===== src/rtl/phy_dly_pkg.sv =====
package phy_dly_pkg;

    parameter int BUS_W = 32;
    parameter int IDX_W = 8;
    parameter int VAL_W = 8;
    parameter int REQ_BIT = 24;
    parameter int ACK_BIT = 25;

    localparam int DATA_LSB = IDX_W;
    localparam int DEPTH = 1 << IDX_W;

    typedef enum logic [1:0] {
        HS_IDLE   = 2'd0,
        HS_SETTLE = 2'd1,
        HS_HOLD   = 2'd2,
        HS_CLEAR  = 2'd3
    } hs_state_e;

    typedef struct packed {
        logic             req;
        logic [VAL_W-1:0] val;
        logic [IDX_W-1:0] idx;
    } port_fields_t;

    localparam logic [IDX_W-1:0] SLOT_HIGH    = IDX_W'(8'h00);
    localparam logic [IDX_W-1:0] SLOT_DEFAULT = IDX_W'(8'h01);
    localparam logic [IDX_W-1:0] SLOT_SDR50   = IDX_W'(8'h04);
    localparam logic [IDX_W-1:0] SLOT_DDR50   = IDX_W'(8'h05);

    function automatic logic [IDX_W-1:0] mode_slot(input logic [1:0] mode);
        logic [IDX_W-1:0] s;
        unique case (mode)
            2'd0: s = SLOT_DEFAULT;
            2'd1: s = SLOT_HIGH;
            2'd2: s = SLOT_SDR50;
            default: s = SLOT_DDR50;
        endcase
        return s;
    endfunction

    function automatic logic [VAL_W-1:0] slot_reset_val(input logic [IDX_W-1:0] s);
        logic [VAL_W-1:0] v;
        if (s == SLOT_HIGH || s == SLOT_DEFAULT) v = VAL_W'(8'h04);
        else if (s == SLOT_SDR50)                v = VAL_W'(8'h06);
        else if (s == SLOT_DDR50)                v = VAL_W'(8'h16);
        else                                     v = '0;
        return v;
    endfunction

endpackage


===== src/rtl/phy_dly_portreg.sv =====
module phy_dly_portreg
    import phy_dly_pkg::*;
#(
    parameter int ADDR_W = 8,
    parameter logic [ADDR_W-1:0] PORT_OFS = ADDR_W'(8'h10)
) (
    input  logic              clk,
    input  logic              rst_n,
    input  logic              bus_wr,
    input  logic [ADDR_W-1:0] bus_addr,
    input  logic [BUS_W-1:0]  bus_wdata,
    input  logic              ack,
    output port_fields_t      fields,
    output logic [BUS_W-1:0]  bus_rdata
);

    logic hit;
    logic unused_wbits;

    assign hit = (bus_addr == PORT_OFS);
    assign unused_wbits = ^{bus_wdata[BUS_W-1:REQ_BIT+1],
                            bus_wdata[REQ_BIT-1:DATA_LSB+VAL_W]};

    always_ff @(posedge clk) begin
        if (!rst_n) begin
            fields <= '0;
        end else if (bus_wr && hit) begin
            fields.idx <= bus_wdata[IDX_W-1:0];
            fields.val <= bus_wdata[DATA_LSB +: VAL_W];
            fields.req <= bus_wdata[REQ_BIT];
        end
    end

    always_comb begin
        bus_rdata = '0;
        if (hit) begin
            bus_rdata[IDX_W-1:0]        = fields.idx;
            bus_rdata[DATA_LSB +: VAL_W] = fields.val;
            bus_rdata[REQ_BIT]           = fields.req;
            bus_rdata[ACK_BIT]           = ack;
        end
    end


    other_ofs_stable_chk: assert property (@(posedge clk) disable iff (!rst_n)
        (bus_wr && bus_addr != PORT_OFS) |=> $stable(fields));


    port_store_chk: assert property (@(posedge clk) disable iff (!rst_n)
        (bus_wr && bus_addr == PORT_OFS) |=> (fields.req == $past(bus_wdata[REQ_BIT])));

endmodule


===== src/rtl/phy_dly_hs_fsm.sv =====
module phy_dly_hs_fsm
    import phy_dly_pkg::*;
(
    input  logic clk,
    input  logic rst_n,
    input  logic req,
    output logic ack,
    output logic commit
);

    hs_state_e state_q, state_d;

    always_ff @(posedge clk) begin
        if (!rst_n) state_q <= HS_IDLE;
        else        state_q <= state_d;
    end

    always_comb begin
        state_d = state_q;
        unique case (state_q)
            HS_IDLE:   if (req) state_d = HS_SETTLE;
            HS_SETTLE: state_d = HS_HOLD;
            HS_HOLD:   if (!req) state_d = HS_CLEAR;
            HS_CLEAR:  state_d = HS_IDLE;
        endcase
    end

    always_comb begin
        ack    = 1'b0;
        commit = 1'b0;
        unique case (state_q)
            HS_IDLE:   commit = req;
            HS_SETTLE: ack = 1'b0;
            HS_HOLD:   ack = 1'b1;
            HS_CLEAR:  ack = 1'b1;
        endcase
    end


    ack_rise_delay_chk: assert property (@(posedge clk) disable iff (!rst_n)
        ($rose(req) && !ack) |=> !ack ##1 ack);


    ack_fall_delay_chk: assert property (@(posedge clk) disable iff (!rst_n)
        ($fell(req) && ack) |=> ack ##1 !ack);


    held_req_no_commit_chk: assert property (@(posedge clk) disable iff (!rst_n)
        (req && $past(req) && ack) |-> !commit);

endmodule


===== src/rtl/phy_dly_bank.sv =====
module phy_dly_bank
    import phy_dly_pkg::*;
(
    input  logic             clk,
    input  logic             rst_n,
    input  logic             commit,
    input  logic [IDX_W-1:0] idx,
    input  logic [VAL_W-1:0] val,
    input  logic [1:0]       mode_sel,
    output logic [VAL_W-1:0] delay_out
);

    logic [VAL_W-1:0] slot_q [DEPTH];

    always_ff @(posedge clk) begin
        if (!rst_n) begin
            for (int i = 0; i < DEPTH; i++) slot_q[i] <= slot_reset_val(IDX_W'(i));
        end else if (commit) begin
            slot_q[idx] <= val;
        end
    end

    assign delay_out = slot_q[mode_slot(mode_sel)];


    sel_update_chk: assert property (@(posedge clk) disable iff (!rst_n)
        (commit && idx == mode_slot(mode_sel)) |=> (!$stable(mode_sel) || delay_out == $past(val)));


    foreign_slot_chk: assert property (@(posedge clk) disable iff (!rst_n)
        (commit && idx != SLOT_HIGH && idx != SLOT_DEFAULT && idx != SLOT_SDR50 && idx != SLOT_DDR50)
        |=> (!$stable(mode_sel) || $stable(delay_out)));


    no_commit_hold_chk: assert property (@(posedge clk) disable iff (!rst_n)
        !commit |=> (!$stable(mode_sel) || $stable(delay_out)));

endmodule


===== src/rtl/phy_dly_port.sv =====
module phy_dly_port
    import phy_dly_pkg::*;
#(
    parameter int ADDR_W = 8,
    parameter logic [ADDR_W-1:0] PORT_OFS = ADDR_W'(8'h10)
) (
    input  logic              clk,
    input  logic              rst_n,
    input  logic              bus_wr,
    input  logic [ADDR_W-1:0] bus_addr,
    input  logic [BUS_W-1:0]  bus_wdata,
    output logic [BUS_W-1:0]  bus_rdata,
    input  logic [1:0]        mode_sel,
    output logic [VAL_W-1:0]  delay_out
);

    port_fields_t fields;
    logic         ack;
    logic         commit;

    phy_dly_portreg #(.ADDR_W(ADDR_W), .PORT_OFS(PORT_OFS)) u_portreg (
        .clk       (clk),
        .rst_n     (rst_n),
        .bus_wr    (bus_wr),
        .bus_addr  (bus_addr),
        .bus_wdata (bus_wdata),
        .ack       (ack),
        .fields    (fields),
        .bus_rdata (bus_rdata)
    );

    phy_dly_hs_fsm u_fsm (
        .clk    (clk),
        .rst_n  (rst_n),
        .req    (fields.req),
        .ack    (ack),
        .commit (commit)
    );

    phy_dly_bank u_bank (
        .clk       (clk),
        .rst_n     (rst_n),
        .commit    (commit),
        .idx       (fields.idx),
        .val       (fields.val),
        .mode_sel  (mode_sel),
        .delay_out (delay_out)
    );


    ack_readonly_chk: assert property (@(posedge clk) disable iff (!rst_n)
        (!ack && !fields.req) |=> !ack);

endmodule


===== config.mk =====
export PLATFORM = sky130hd
export DESIGN_NAME = phy_dly_port
export DESIGN_NICKNAME = d
export VERILOG_FILES = /design/src/rtl/phy_dly_pkg.sv /design/src/rtl/phy_dly_portreg.sv /design/src/rtl/phy_dly_hs_fsm.sv /design/src/rtl/phy_dly_bank.sv /design/src/rtl/phy_dly_port.sv
export SDC_FILE = /design/constraint.sdc
export NUM_CORES = 1
export LEC_CHECK = 0
export BUFFER_PORTS_ARGS = -buffer_cell sky130_fd_sc_hd__buf_2
export CELL_PAD_IN_SITES_DETAIL_PLACEMENT = 1
export CELL_PAD_IN_SITES_GLOBAL_PLACEMENT = 1
export CORE_MARGIN = 2
export CORE_UTILIZATION = 35
export CTS_CLUSTER_SIZE = 24
export DETAILED_ROUTE_END_ITERATION = 12
export PLACE_DENSITY_LB_ADDON = 0.1
export SYNTH_ARGS = -nofsm -noshare
export SYNTH_HDL_FRONTEND = slang
export SYNTH_SLANG_ARGS = --single-unit

===== constraint.sdc =====
create_clock -name clk -period 2.3 [get_ports clk]
set_input_delay 0.575 -clock clk [delete_from_list [all_inputs] [get_ports clk]]
set_output_delay 0.575 -clock clk [all_outputs]
set_load 0.05 [all_outputs]

# --- Word-level counts from Yosys, hierarchy flattened ---
# Memory sizes are Yosys's and may differ from the RTL's.
# Cells that the tools add are included.
totals:
  in_bits: 45
  register_bits: 19
  n_memories: 1
  output_inout_bits: 40
  rom_bits: 0
  ram_bits: 2048
  word_cells: 38
  latchBits: 0
classes:
  muxes: 19
  div: 0
  n_lt_le_gt_ge: 0
  n_shift: 0
  n_addsub: 0
  eq_ne: 8
  bitwise_logic: 0
  mul: 0
  reduce_logical: 6
mem_list:
  columns: ["name", "depth", "width", "read_ports", "rd_ports_with_merged_regs", "write_ports", "line_no", "rtl"]
  rows:
  - ["u_bank.slot_q", 256, 8, 1, 0, 256, "phy_dly_bank.sv:13", "logic [VAL_W-1:0] slot_q [DEPTH];"]
op_table:
  columns: ["operator", "count"]
  rows:
  - ["2-to-1 mux 8 bit", 6]
  - ["2-to-1 mux 16 bit", 1]
  - ["case mux 3 bit (3 select lines)", 1]
  - ["equality test 8 x 5 -> 1 bit (second input constant)", 1]
  - ["case mux 2 bit (4 select lines)", 1]
  - ["OR reduction 8 bit", 1]
  - ["2-to-1 mux 1 bit", 7]
  - ["equality test 2 bit (second input constant)", 3]
  - ["2-to-1 mux 2 bit", 3]
  - ["equality test 2 x 1 -> 1 bit (second input constant)", 2]
  - ["logical NOT 2 bit", 2]
  - ["!= test 2 bit (second input constant)", 2]
  - ["AND reduction 2 bit", 1]
  - ["OR reduction 2 bit", 1]
  - ["logical AND 1 bit", 1]

# --- Logic depth before layout (Yosys ltp) ---
# Gate-level depths: netlist of run 1.
logic_depth:
  ltp_word: 7
  mapped_depth: 5
  depth_no_buf: 5

# --- Hierarchy ---
# Synthesis of run 1 repeated with hierarchy kept, for this count alone.
unflattened:
  cells_unflattened: 234
  area_unflattened_um2: 2771.4
by_module_without_submodules:
  columns: ["module", "n_inst", "seq_area_each_um2", "cells_each", "area_each_um2"]
  rows:
  - ["phy_dly_bank", 1, 960.9, 104, 1630.3]
  - ["phy_dly_portreg", 1, 340.3, 112, 967.2]
  - ["phy_dly_hs_fsm", 1, 40.0, 18, 173.9]

# --- Least setup slack after synthesis of run 1 ---
# OpenSTA, ideal clock, no wires.
synth_path:
  path_type: "input port to output port"
  from: "in mode_sel[0]"
  to: "out delay_out[0]"
  arrival_ns: 2.008
  t_required_ns: 1.725
  setup_slack_ns: -0.283
  path_buffers: 1
  cell_stages: 4
  path_cell_list: "inv_1 -> ha_1 -> clkbuf_1 -> mux4_2"
synth_via:
  elab_chain_len: 3
  word_cells_on_any_way: 5
  cone_classes: "eq/ne (2); mux (1); reduce/logical (1); memory (1)"
synth_rtl:
  columns: ["item", "line_no", "rtl"]
  rows:
  - ["from (decl)", "phy_dly_port.sv:13", "input logic [1:0] mode_sel,"]
  - ["equality test 2 bit, or another cell as far along", "phy_dly_pkg.sv:32", "unique case (mode)"]
  - ["case mux 3 bit (3 select lines) (*)", "phy_dly_pkg.sv:32", null]
  - ["memory read (256 x 8 bit) (*)", null, null]
  - ["to (decl)", "phy_dly_port.sv:14", "output logic [VAL_W-1:0] delay_out"]
# Every way passes the cells marked *; elsewhere a longest branch is shown, timed or not.

# --- Worst setup path in the final report of run 1 ---
layout_path:
  from: "in mode_sel[1]"
  to: "out delay_out[3]"
# Same word-level chain as after synthesis.

==> qor.txt, run 1 <==
===================================================================================
Status                                                                 complete, but fails checks
Violations in the final reports                                        negative setup slack
Area fraction in compound gates after synthesis                             0.00812
Clock tree buffer depth                                                           2
Clock latency on the worst-skew pair                                        0.30 ns
Dominant cell type by area after synthesis                             sky130_fd_sc_hd__edfxtp_1
Antenna violations before repair                                                  0
Aggregate global routing overflow                                                 0
Pin count of the biggest net entering global routing                             41
Number of nets at the end of the flow                                           341
Cell variety after synth                                                         27
Hold crit path type                                                         reg2reg
Post-DP HPWL                                                                4100 µm
Number of vias in the routed layout                                            1766
Setup violations, final                                                           8
Critical Path AT                                                            1.78 ns
Clk sinks                                                                        51
Mean Syn Cell Area                                                         11.8 µm²
Timing startpoint of the critical path                                  mode_sel[1]
CTS clock-pin slew for the worst setup and hold paths                       0.09 ns
First-pass GRT wire length                                                  9290 µm
Port Buf Inserts                                                                 55
Sequential-to-total area share from yosys stat                                0.512
Standard-cell rows                                                               31
Placeable core region                                                      7250 µm²
Routability cong.                                                             0.708
Crit start category                                                       input pin
Synth Instances                                                                 221
XOR/XNOR Fraction of Synth Area                                                   0
Area share of fa/ha/maj cells after synthesis                                0.0287
Post-cts hold buffer count                                                        0
Starting density of the core                                                  0.361
CP Capture Type                                                         output port
Reg2Reg Launch Point                                                   u_portreg.fields[16]
Number of DRC markers after the initial detailed-route iteration                 37
Achievable clock frequency                                                  425 MHz
Number of hold-slack violations in the final timing report                        0
Cell types occupying the most area after synthesis                     sky130_fd_sc_hd__edfxtp_1 37%, sky130_fd_sc_hd__dfxtp_1 15%, sky130_fd_sc_hd__and2_1 9.8%, sky130_fd_sc_hd__mux2i_1 7.6%, sky130_fd_sc_hd__mux4_2 6.9%
Final worst-path setup slack                                             -0.0537 ns
Tcrit/Tclk final                                                               1.02
Via count of the first global-routing pass                                     1845
Routed wire per std cell                                                    14.6 µm
Synthesized area                                                           2620 µm²
Inserted Clock Buffers                                                            5
Critical path class                                                          in2out
Ratio of cells with drive above 1 in the final layout                         0.375
Final Critical Period                                                       2.35 ns
Commonest register cell after synthesis                                sky130_fd_sc_hd__edfxtp_1
Total Power                                                               0.00186 W
Area share of and/or/nand/nor cells after synthesis                           0.246
Cell with the most instances after synthesis                           sky130_fd_sc_hd__and2_1
Power per cell area                                                      554 nW/µm²
Total Die Area                                                             8190 µm²
Fillers                                                                         788
Total placed cells including tap cells                                          381
Most frequent cells after synthesis                                    41 x sky130_fd_sc_hd__and2_1, 36 x sky130_fd_sc_hd__nand2_1, 32 x sky130_fd_sc_hd__edfxtp_1
Die boundary height                                                         90.5 µm
All-layer global routing usage                                                0.145
Horizontal die dimension                                                    90.5 µm
I/O pins                                                                         85
Reported leakage power                                                      1.43 nW
Total negative setup slack                                                -0.137 ns
Largest fanout on the critical path                                               4
Clock Tree Root                                                        sky130_fd_sc_hd__clkbuf_8
Area share of the leading cell type in the synthesized netlist                0.367
Peak supply drop                                                             250 µV
Area growth syn-to-layout                                                     27.9%
Flip-flop and latch count after synthesis                                        51
Setup repair after global routing missed its margin                             yes
Routed Antenna Nets                                                               0
Number of flops mapped to enable cells by yosys                                  32
Main combinational cell family by area after synthesis                 simple AND/OR/NAND/NOR gates
Maximum level of the CTS H-tree                                                   2
Total of warnings raised by yosys                                                 0
Max_cap viols                                                                     0
Remaining routing DRC violations                                                  0
Share of the core filled with cells                                           0.462
Diodes inserted                                                                   0
Total detailed-routing wirelength                                           5680 µm
Count of placed standard cells in the final layout, fillers left out            390
TritonCTS clock tree                                                            yes
Drt pass-1 iters                                                                  4
Final Max Tran Viols                                                              0
Data required time of the critical path                                     1.73 ns
Post-Route Skew                                                          0.00929 ns
Launch instance of the worst min-delay path                            u_portreg.fields[1]
Routed vias/inst                                                               4.53
Share of cell area taken by muxes after synthesis                             0.145
Share of flip-flops with an asynchronous set or reset                             0
===================================================================================
==> repair_timing <==
action / 4_1_cts / 5_1_grt
pin swaps: 2 / 3
endpoints found under the setup margin: 26 / 26
gates resized for setup: 47 / 8
setup buffers: 0 / 1
==> final cells by class <==
class	instances	area (µm²)	share of cell area
clock buffer	6	72.6	0.0217
clock inverter	2	12.5	0.00374
inverter	3	13.8	0.00411
multi-input combinational	157	1220	0.364
sequential	51	1340	0.401
tap	99	124	0.0370
timing repair buffer	72	564	0.169
==> logic make-up after synthesis <==
kind of cell | count (synthesis)
buffers and inverters | 26
AND/OR/NAND/NOR | 106
other | 1
AO/OA/AOI/OAI | 3
flip-flops | 51
multiplexers | 28
adder cells (fa/ha/maj) | 6
==> sequential cells by signal (all words and copies together), names as in the netlist <==
signal	flops
u_fsm.state_q	2
u_bank.slot_q	32
u_portreg.fields	17
==> critical path, stage by stage <==
cell                     delay (ns)
sky130_fd_sc_hd__buf_8         0.10
sky130_fd_sc_hd__ha_4          0.27
sky130_fd_sc_hd__buf_6         0.12
sky130_fd_sc_hd__mux4_2        0.54
sky130_fd_sc_hd__buf_8         0.17
==> cells in the final DEF (no fill, tap or decap), drive strengths merged, types with 2 or more instances in the layout <==
| cell | netlist | routed |
|---|---|---|
| buf | 16 | 72 |
| and2 | 42 | 42 |
| nand2 | 36 | 36 |
| edfxtp | 32 | 32 |
| mux2i | 20 | 20 |
| dfxtp | 19 | 19 |
| conb | 1 | 14 |
| nand2b | 13 | 13 |
| mux4 | 8 | 8 |
| ha | 6 | 6 |
| clkbuf | 7 | 6 |
| nor4 | 4 | 4 |
| inv | 3 | 3 |
| nor2 | 3 | 3 |
| nor2b | 2 | 2 |
| clkinvlp | 0 | 2 |
==> worst paths after layout <==
kind                                            end  slack (ns)  depth (start not counted)
worst max-delay path                   delay_out[3]       -0.05                          5
worst min-delay path            u_portreg.fields[1]        0.48                          2
worst max register to register  u_bank.slot_q[5][0]        0.37                          4
worst min register to register  u_portreg.fields[1]        0.48                          2
==> stage by stage <==
step	hold WS, ns	instance area [µm²]	setup slack, ns
after CTS	0.486	3300	-0.0640
after global routing	0.502	3350	-0.0833
final	0.481	3350	-0.0537
after detailed placement	0.472	3070	-0.187
after floorplan	0.446	2690	-0.0524
after global placement	0.463	3070	-0.162
==> metal layers <==
layer,track usage,up-vias,share of wire
met3,0.0317,5,0.036
li1,-,870,-
met5,0,-,0
met4,0.0269,0,0.0076
met1,0.174,854,0.44
met2,0.268,37,0.52
==> report_power, final <==
part	switching [W]	total, W	internal, W
Clock	0.000294	0.000507	0.000212
Sequential	0.0000122	0.00100	0.000990
Combinational	0.000212	0.000348	0.000135
Total	0.000519	0.00186	0.00134
(Power assumes the default switching activity.)
==> run 2, diff against run 1 <==
CELL_PAD_IN_SITES_DETAIL_PLACEMENT = 0   (was 1)
==> qor.txt, run 2 (synthesized netlist as in run 1, its figures left out) <==
===============================================================================
Max_cap viols                                                                 0   unchanged
Crit-path most repeated cell                                       sky130_fd_sc_hd__buf_6
Total Die Area                                                         8190 µm²   unchanged
Crit start category                                                   input pin
Violations in the final reports                                    negative setup slack
Number of nets at the end of the flow                                       340   -0.29%
Critical path class                                                      in2out
Clk sinks                                                                    51   unchanged
Routed Antenna Nets                                                           0   unchanged
R2r setup slk                                                           0.38 ns   about the same
Setup repair after global routing missed its margin                         yes
Diodes inserted                                                               0   unchanged
Final std cell area, no fill                                           3390 µm²   +1.2%
TritonCTS clock tree                                                        yes
Clock Tree Root                                                    sky130_fd_sc_hd__clkbuf_8
Leading cell type in the layout, fill and taps excluded            sky130_fd_sc_hd__nand2_1
Aggregate global routing overflow                                             0   unchanged
Data required time of the critical path                                 1.73 ns   about the same
Worst setup path endpoint                                          delay_out[3]
Clock latency on the worst-skew pair                                    0.31 ns   about the same
Final worst-path setup slack                                         -0.0449 ns   +0.00884 ns
Cell depth of the worst flop-to-flop path                                     4   unchanged
Post-placement cell area                                               3070 µm²   unchanged
Power per cell area                                                  582 nW/µm²   +5.0%
Tcrit/Tclk final                                                           1.02   -0.00385
Post-placement worst setup slack                                      -0.161 ns   +0.0251 ns
Number of hold-slack violations in the final timing report                    0   unchanged
Timing startpoint of the critical path                              mode_sel[1]
Reg2Reg Launch Point                                               u_portreg.fields[16]
Final Max Tran Viols                                                          0   unchanged
All-layer global routing usage                                            0.135   -0.00973
End of the worst register-to-register path                         u_bank.slot_q[1][7]
Antenna violations before repair                                              0   unchanged
Standard-cell rows                                                           31   unchanged
Status                                                             complete, but fails checks
Buffering stage count on the worst path with inverters included               3   unchanged
Clock tree buffer depth                                                       2   unchanged
Port Buf Inserts                                                             55   unchanged
Drt pass-1 iters                                                              4   unchanged
CTS clock-pin slew for the worst setup and hold paths                   0.09 ns   about the same
Largest fanout on the critical path                                           4   unchanged
Die boundary height                                                     90.5 µm   unchanged
Series of cell instances along the critical path                   buf_6, ha_4, buf_6, mux4_2, buf_8
Setup violations, final                                                       8   unchanged
Number of logic stages on the critical path including buffering               5   unchanged
Routed vias/inst                                                           4.37   -3.5%
Total setup buffers inserted after CTS                                        0   unchanged
Worst Hold Margin                                                      0.473 ns   -0.00772 ns
Horizontal die dimension                                                90.5 µm   unchanged
Routed wire per std cell                                                13.4 µm   -8.2%
Post-Route Skew                                                      0.00630 ns   -0.00299 ns
Hold crit path type                                                     reg2reg
Placeable core region                                                  7250 µm²   unchanged
Fillers                                                                     711   -9.8%
Number of DRC markers after the initial detailed-route iteration             40   +8.1%
Via count of the first global-routing pass                                 1771   -4.0%
Final Critical Period                                                   2.34 ns   -0.00884 ns
Crit-path leading delay family                                     multiplexers
Routability cong.                                                         0.708   unchanged
Registers with the highest flip-flop counts                        u_bank.slot_q (32), u_portreg.fields (17), u_fsm.state_q (2)
Reported leakage power                                                  1.45 nW   +1.1%
Commonest non-fill, non-tap cells in the layout                    36 x sky130_fd_sc_hd__nand2_1, 33 x sky130_fd_sc_hd__and2_1, 32 x sky130_fd_sc_hd__edfxtp_1
Starting density of the core                                              0.361   unchanged
First-pass GRT wire length                                              8690 µm   -6.5%
Pin count of the biggest net entering global routing                         41   unchanged
Ratio of cells with drive above 1 in the final layout                     0.379   +0.00474
Area growth syn-to-layout                                                 29.4%
Post-DP HPWL                                                            3660 µm   -11%
Worst-path cell with the longest stage delay                       sky130_fd_sc_hd__mux4_2
Register with the most flip-flops                                  u_bank.slot_q
I/O pins                                                                     85   unchanged
Inserted Clock Buffers                                                        5   unchanged
Achievable clock frequency                                              426 MHz   +0.38%
Critical Path Max Stage Delay                                           0.54 ns   about the same
Critical Path AT                                                        1.77 ns   about the same
Post-cts hold buffer count                                                    0   unchanged
Number of vias in the routed layout                                        1699   -3.8%
Total detailed-routing wirelength                                       5200 µm   -8.5%
Peak supply drop                                                         290 µV   +16%
CP Capture Type                                                     output port
Remaining routing DRC violations                                              0   unchanged
Max FFs per register                                                         32   unchanged
Total negative setup slack                                            -0.197 ns   -0.0601 ns
Maximum level of the CTS H-tree                                               2   unchanged
===============================================================================
[run 2: area by class of cell]
| cell class | count | area, µm² | area share |
|---|---|---|---|
| sequential | 51 | 1340 | 0.396 |
| multi-input combinational | 157 | 1220 | 0.361 |
| timing repair buffer | 71 | 576 | 0.170 |
| tap | 99 | 124 | 0.0365 |
| clock buffer | 5 | 68.8 | 0.0203 |
| clock inverter | 3 | 43.8 | 0.0129 |
| inverter | 3 | 13.8 | 0.00406 |
[run 2: power by group]
part | internal (W) | switching [W]
clock network | 0.000324 | 0.000304
logic | 0.000133 | 0.000212
registers | 0.000990 | 0.0000114
[run 2: worst min-delay path by stage]
| stage | slack, ns | from | cells past startpoint | to |
|---|---|---|---|---|
| 3_5_place_dp | 0.47 | u_portreg.fields[4] | 2 | u_portreg.fields[4] |
| 3_3_place_gp | 0.46 | u_portreg.fields[6] | 2 | u_portreg.fields[6] |
| 5_1_grt | 0.50 | bus_wdata[4] | 3 | u_portreg.fields[4] |
| 6_report | 0.47 | u_portreg.fields[4] | 2 | u_portreg.fields[4] |
| 2_1_floorplan | 0.45 | u_portreg.fields[5] | 2 | u_portreg.fields[5] |
| 4_1_cts | 0.48 | u_portreg.fields[4] | 2 | u_portreg.fields[4] |
[run 2: what timing repair did]
item | 4_1_cts | 5_1_grt
pin swaps | 1 | 3
setup endpoints to repair | 26 | 26
gates resized for setup | 44 | 17
[run 2: tightest hold or removal path, cell delays in order (launching register included)]
cell and delay [ns]:
sky130_fd_sc_hd__dfxtp_1 0.33, sky130_fd_sc_hd__nand2_1 0.05, sky130_fd_sc_hd__mux2i_1 0.05
[run 2: per-layer routing]
layer,vias to the layer above,global-route usage,wire length (µm)
li1,867,-,-
met1,787,0.163,2250
met2,37,0.244,2700
met3,8,0.0209,165
met4,0,0.0500,85
met5,-,0,0
[run 2: per-stage QoR]
stage / power, W / cells / utilization
after floorplan: 0.00128 / 234 / -
after global placement: 0.00133 / 381 / 0.423
after detailed placement: 0.00133 / 381 / 0.423
after CTS: 0.00200 / 389 / 0.458
after global routing: 0.00205 / 389 / 0.467
final: 0.00197 / 389 / 0.467
==> run 3, diff against run 2 <==
CELL_PAD_IN_SITES_DETAIL_PLACEMENT = 1   (was 0)
CELL_PAD_IN_SITES_GLOBAL_PLACEMENT = 2   (was 1)
CORE_UTILIZATION = 29   (was 35)
SYNTH_HIERARCHICAL = 1   (was not set)
==> qor.txt, run 3 <==
===================================================================================
Internal Pwr Total                                                        0.00142 W   -1.9%
Registers with the highest flip-flop counts                            u_bank/slot_q (32), u_portreg/fields (17), u_fsm/state_q (2)
Switching power total                                                    0.000512 W   -2.9%
Critical Path AT                                                            1.79 ns   +0.02 ns
Die boundary height                                                          102 µm   +12%
Crit start category                                                       input pin
Pin count of the biggest net entering global routing                             38   -7.3%
Sequential group share of total power                                         0.512   +0.005
Post-Route Skew                                                           0.0148 ns   +0.00849 ns
Cell with the most instances after synthesis                           sky130_fd_sc_hd__nand2_1
CP Capture Type                                                         output port
Dominant cell type by area after synthesis                             sky130_fd_sc_hd__edfxtp_1
Routed vias/inst                                                               4.57   +4.7%
Total Power                                                               0.00193 W   -2.1%
Horizontal die dimension                                                     102 µm   +12%
Inserted Clock Buffers                                                            5   unchanged
Status                                                                 complete, but fails checks
Total placed cells including tap cells                                          412   +8.1%
Clock tree buffer depth                                                           2   unchanged
Largest fanout on the critical path                                               8   +4
Setup violations, final                                                           8   unchanged
End of the worst register-to-register path                             u_bank/slot_q[0][3]
Antenna violations before repair                                                  0   unchanged
Achievable clock frequency                                                  423 MHz   -0.87%
Share of flip-flops with an asynchronous set or reset                             0   unchanged
Aggregate global routing overflow                                                 0   unchanged
Clk sinks                                                                        51   unchanged
Series of cell instances along the critical path                       buf_6, ha_4, buf_12, mux4_2, buf_8
Standard-cell rows                                                               35   +13%
Worst Hold Margin                                                          0.477 ns   +0.00359 ns
Flip-flop and latch count after synthesis                                        51   unchanged
Post-placement worst setup slack                                          -0.191 ns   -0.0300 ns
Maximum level of the CTS H-tree                                                   2   unchanged
First-pass GRT wire length                                                 10700 µm   +23%
Peak supply drop                                                             242 µV   -17%
Setup repair after global routing missed its margin                             yes
I/O pins                                                                         85   unchanged
Reg2Reg Launch Point                                                   u_fsm/state_q[0]
Routed Antenna Nets                                                               0   unchanged
Data required time of the critical path                                     1.73 ns   about the same
Ratio of cells with drive above 1 in the final layout                         0.378   -0.00130
Launch instance of the worst min-delay path                            u_fsm/state_q[0]
Port Buf Inserts                                                                 55   unchanged
Number of flops mapped to enable cells by yosys                                  32   unchanged
R2r setup slk                                                               0.34 ns   -0.04 ns
Net Sw Frac                                                                   0.265   -0.00214
Commonest non-fill, non-tap cells in the layout                        44 x sky130_fd_sc_hd__buf_2, 37 x sky130_fd_sc_hd__nand2_1, 32 x sky130_fd_sc_hd__edfxtp_1
Sequential-to-total area share from yosys stat                                0.484   -0.0282
Routed wire per std cell                                                    15.7 µm   +17%
Reported leakage power                                                      1.29 nW   -11%
Tcrit/Tclk final                                                               1.03   +0.00890
Max FFs per register                                                             32   unchanged
CTS clock-pin slew for the worst setup and hold paths                       0.10 ns   about the same
Proportion of power drawn by combinational gates                              0.151   -0.024
Number of DRC markers after the initial detailed-route iteration                 53   +33%
Most frequent cells after synthesis                                    37 x sky130_fd_sc_hd__nand2_1, 32 x sky130_fd_sc_hd__edfxtp_1, 19 x sky130_fd_sc_hd__and3_1, 19 x sky130_fd_sc_hd__dfxtp_1, 19 x sky130_fd_sc_hd__mux2i_1
Register with the most flip-flops                                      u_bank/slot_q
Critical path class                                                          in2out
Buffering stage count on the worst path with inverters included                   3   unchanged
Area share of the leading cell type in the synthesized netlist                0.347   -0.0202
Clock latency on the worst-skew pair                                        0.31 ns   about the same
TritonCTS clock tree                                                            yes
Routability cong.                                                             0.678   -4.2%
Max_cap viols                                                                     0   unchanged
Timing startpoint of the critical path                                  mode_sel[1]
Cell depth of the worst flop-to-flop path                                         6   +2
Cell variety after synth                                                         30   +11%
Remaining routing DRC violations                                                  0   unchanged
Worst setup path endpoint                                              delay_out[1]
Clock Tree Root                                                        sky130_fd_sc_hd__clkbuf_8
Total setup buffers inserted after CTS                                            0   unchanged
Leading cell type in the layout, fill and taps excluded                sky130_fd_sc_hd__buf_2
Synthesized area                                                           2770 µm²   +5.8%
Via count of the first global-routing pass                                     2060   +16%
Power per cell area                                                      568 nW/µm²   -2.5%
Fillers                                                                        1021   +44%
Total of warnings raised by yosys                                                 6   +6
Final Max Tran Viols                                                              0   unchanged
Placeable core region                                                      9240 µm²   +27%
Diodes inserted                                                                   0   unchanged
Mean Syn Cell Area                                                         11.8 µm²   about the same
Cell types occupying the most area after synthesis                     sky130_fd_sc_hd__edfxtp_1 35%, sky130_fd_sc_hd__dfxtp_1 14%, sky130_fd_sc_hd__mux2i_1 6.9%, sky130_fd_sc_hd__mux4_2 6.5%, sky130_fd_sc_hd__nand2_1 5.0%
Final worst-path setup slack                                             -0.0654 ns   -0.0205 ns
All-layer global routing usage                                                0.136   +0.000565
Violations in the final reports                                        negative setup slack
Drt pass-1 iters                                                                  4   unchanged
Worst-path cell with the longest stage delay                           sky130_fd_sc_hd__mux4_2
Post-cts hold buffer count                                                        0   unchanged
Total detailed-routing wirelength                                           6590 µm   +27%
Area growth syn-to-layout                                                     22.8%
Share of power burned in the clock network                                    0.336   +0.018
Count of placed standard cells in the final layout, fillers left out            420   +8.0%
Synth Instances                                                                 234   +5.9%
Commonest register cell after synthesis                                sky130_fd_sc_hd__edfxtp_1
Share of the core filled with cells                                           0.368   -0.0990
Number of nets at the end of the flow                                           342   +0.59%
Final Critical Period                                                       2.37 ns   +0.0205 ns
Crit-path leading delay family                                         multiplexers
Starting density of the core                                                  0.300   -0.0611
Hold crit path type                                                         reg2reg
Number of vias in the routed layout                                            1921   +13%
Number of logic stages on the critical path including buffering                   5   unchanged
Number of hold-slack violations in the final timing report                        0   unchanged
Post-DP HPWL                                                                4640 µm   +27%
Total Die Area                                                            10400 µm²   +26%
Critical Path Max Stage Delay                                               0.54 ns   about the same
===================================================================================
[run 3: layout make-up]
class	count	area (µm²)	share of cell area
Clock buffer	5	68.8	0.0202
Tap cell	129	161	0.0474
Timing Repair Buffer	70	510	0.150
Multi-Input combinational cell	152	1230	0.362
Sequential cell	51	1340	0.394
Clock inverter	3	46.3	0.0136
Inverter	10	40.0	0.0118
[run 3: how the worst min path moves through the flow]
stage               cells after the start             endpoint
floorplan                               2  u_portreg/fields[7]
global placement                        2  u_portreg/fields[4]
detailed placement                      2  u_portreg/fields[4]
CTS                                     2  u_portreg/fields[4]
global route                            3  u_portreg/fields[3]
finish                                  2     u_fsm/state_q[0]
[run 3: what timing repair did]
| action | CTS | global route |
|---|---|---|
| pin swaps | 1 | 1 |
| endpoints found under the setup margin | 8 | 9 |
| gates resized for setup | 24 | 3 |
[run 3: tightest hold or removal path, stage by stage (launching register included)]
cell and delay, ns:
sky130_fd_sc_hd__dfxtp_2 0.34, sky130_fd_sc_hd__nand2_1 0.05, sky130_fd_sc_hd__mux2i_1 0.05
[run 3: power groups by stage]
stage                     Clock (W)  Sequential, W  Combinational [W]
after global routing       0.000705       0.000992           0.000313
after CTS                  0.000676       0.000990           0.000297
after detailed placement          0        0.00101           0.000268
final                      0.000650       0.000990           0.000292
after floorplan                   0        0.00101           0.000207
after global placement            0        0.00101           0.000267
[run 3: routing by layer]
layer  wire length (µm)  track usage  vias up
li1                   -            -      943
met1               3020        0.178      928
met2               3220        0.226       42
met3                274       0.0297        8
met4                 80       0.0405        0
met5                  0            0        -
[run 3: logic make-up after synthesis]
group                      Yosys count  synth area share
adders and majority gates            7            0.0316
muxes                               28             0.139
buffers and inverters               44            0.0966
and+or+nand+nor                     98             0.235
AOI/OAI and AO/OA                    5            0.0126
other                                1           0.00135
DFF                                 51             0.484
[run 3: stage by stage]
step                      area (µm²)  TNS (ns)
after floorplan                 2840         0
after global placement          3200     -1.26
after detailed placement        3200     -1.33
after CTS                       3400    -0.346
after global routing            3400    -0.526
final                           3400    -0.232
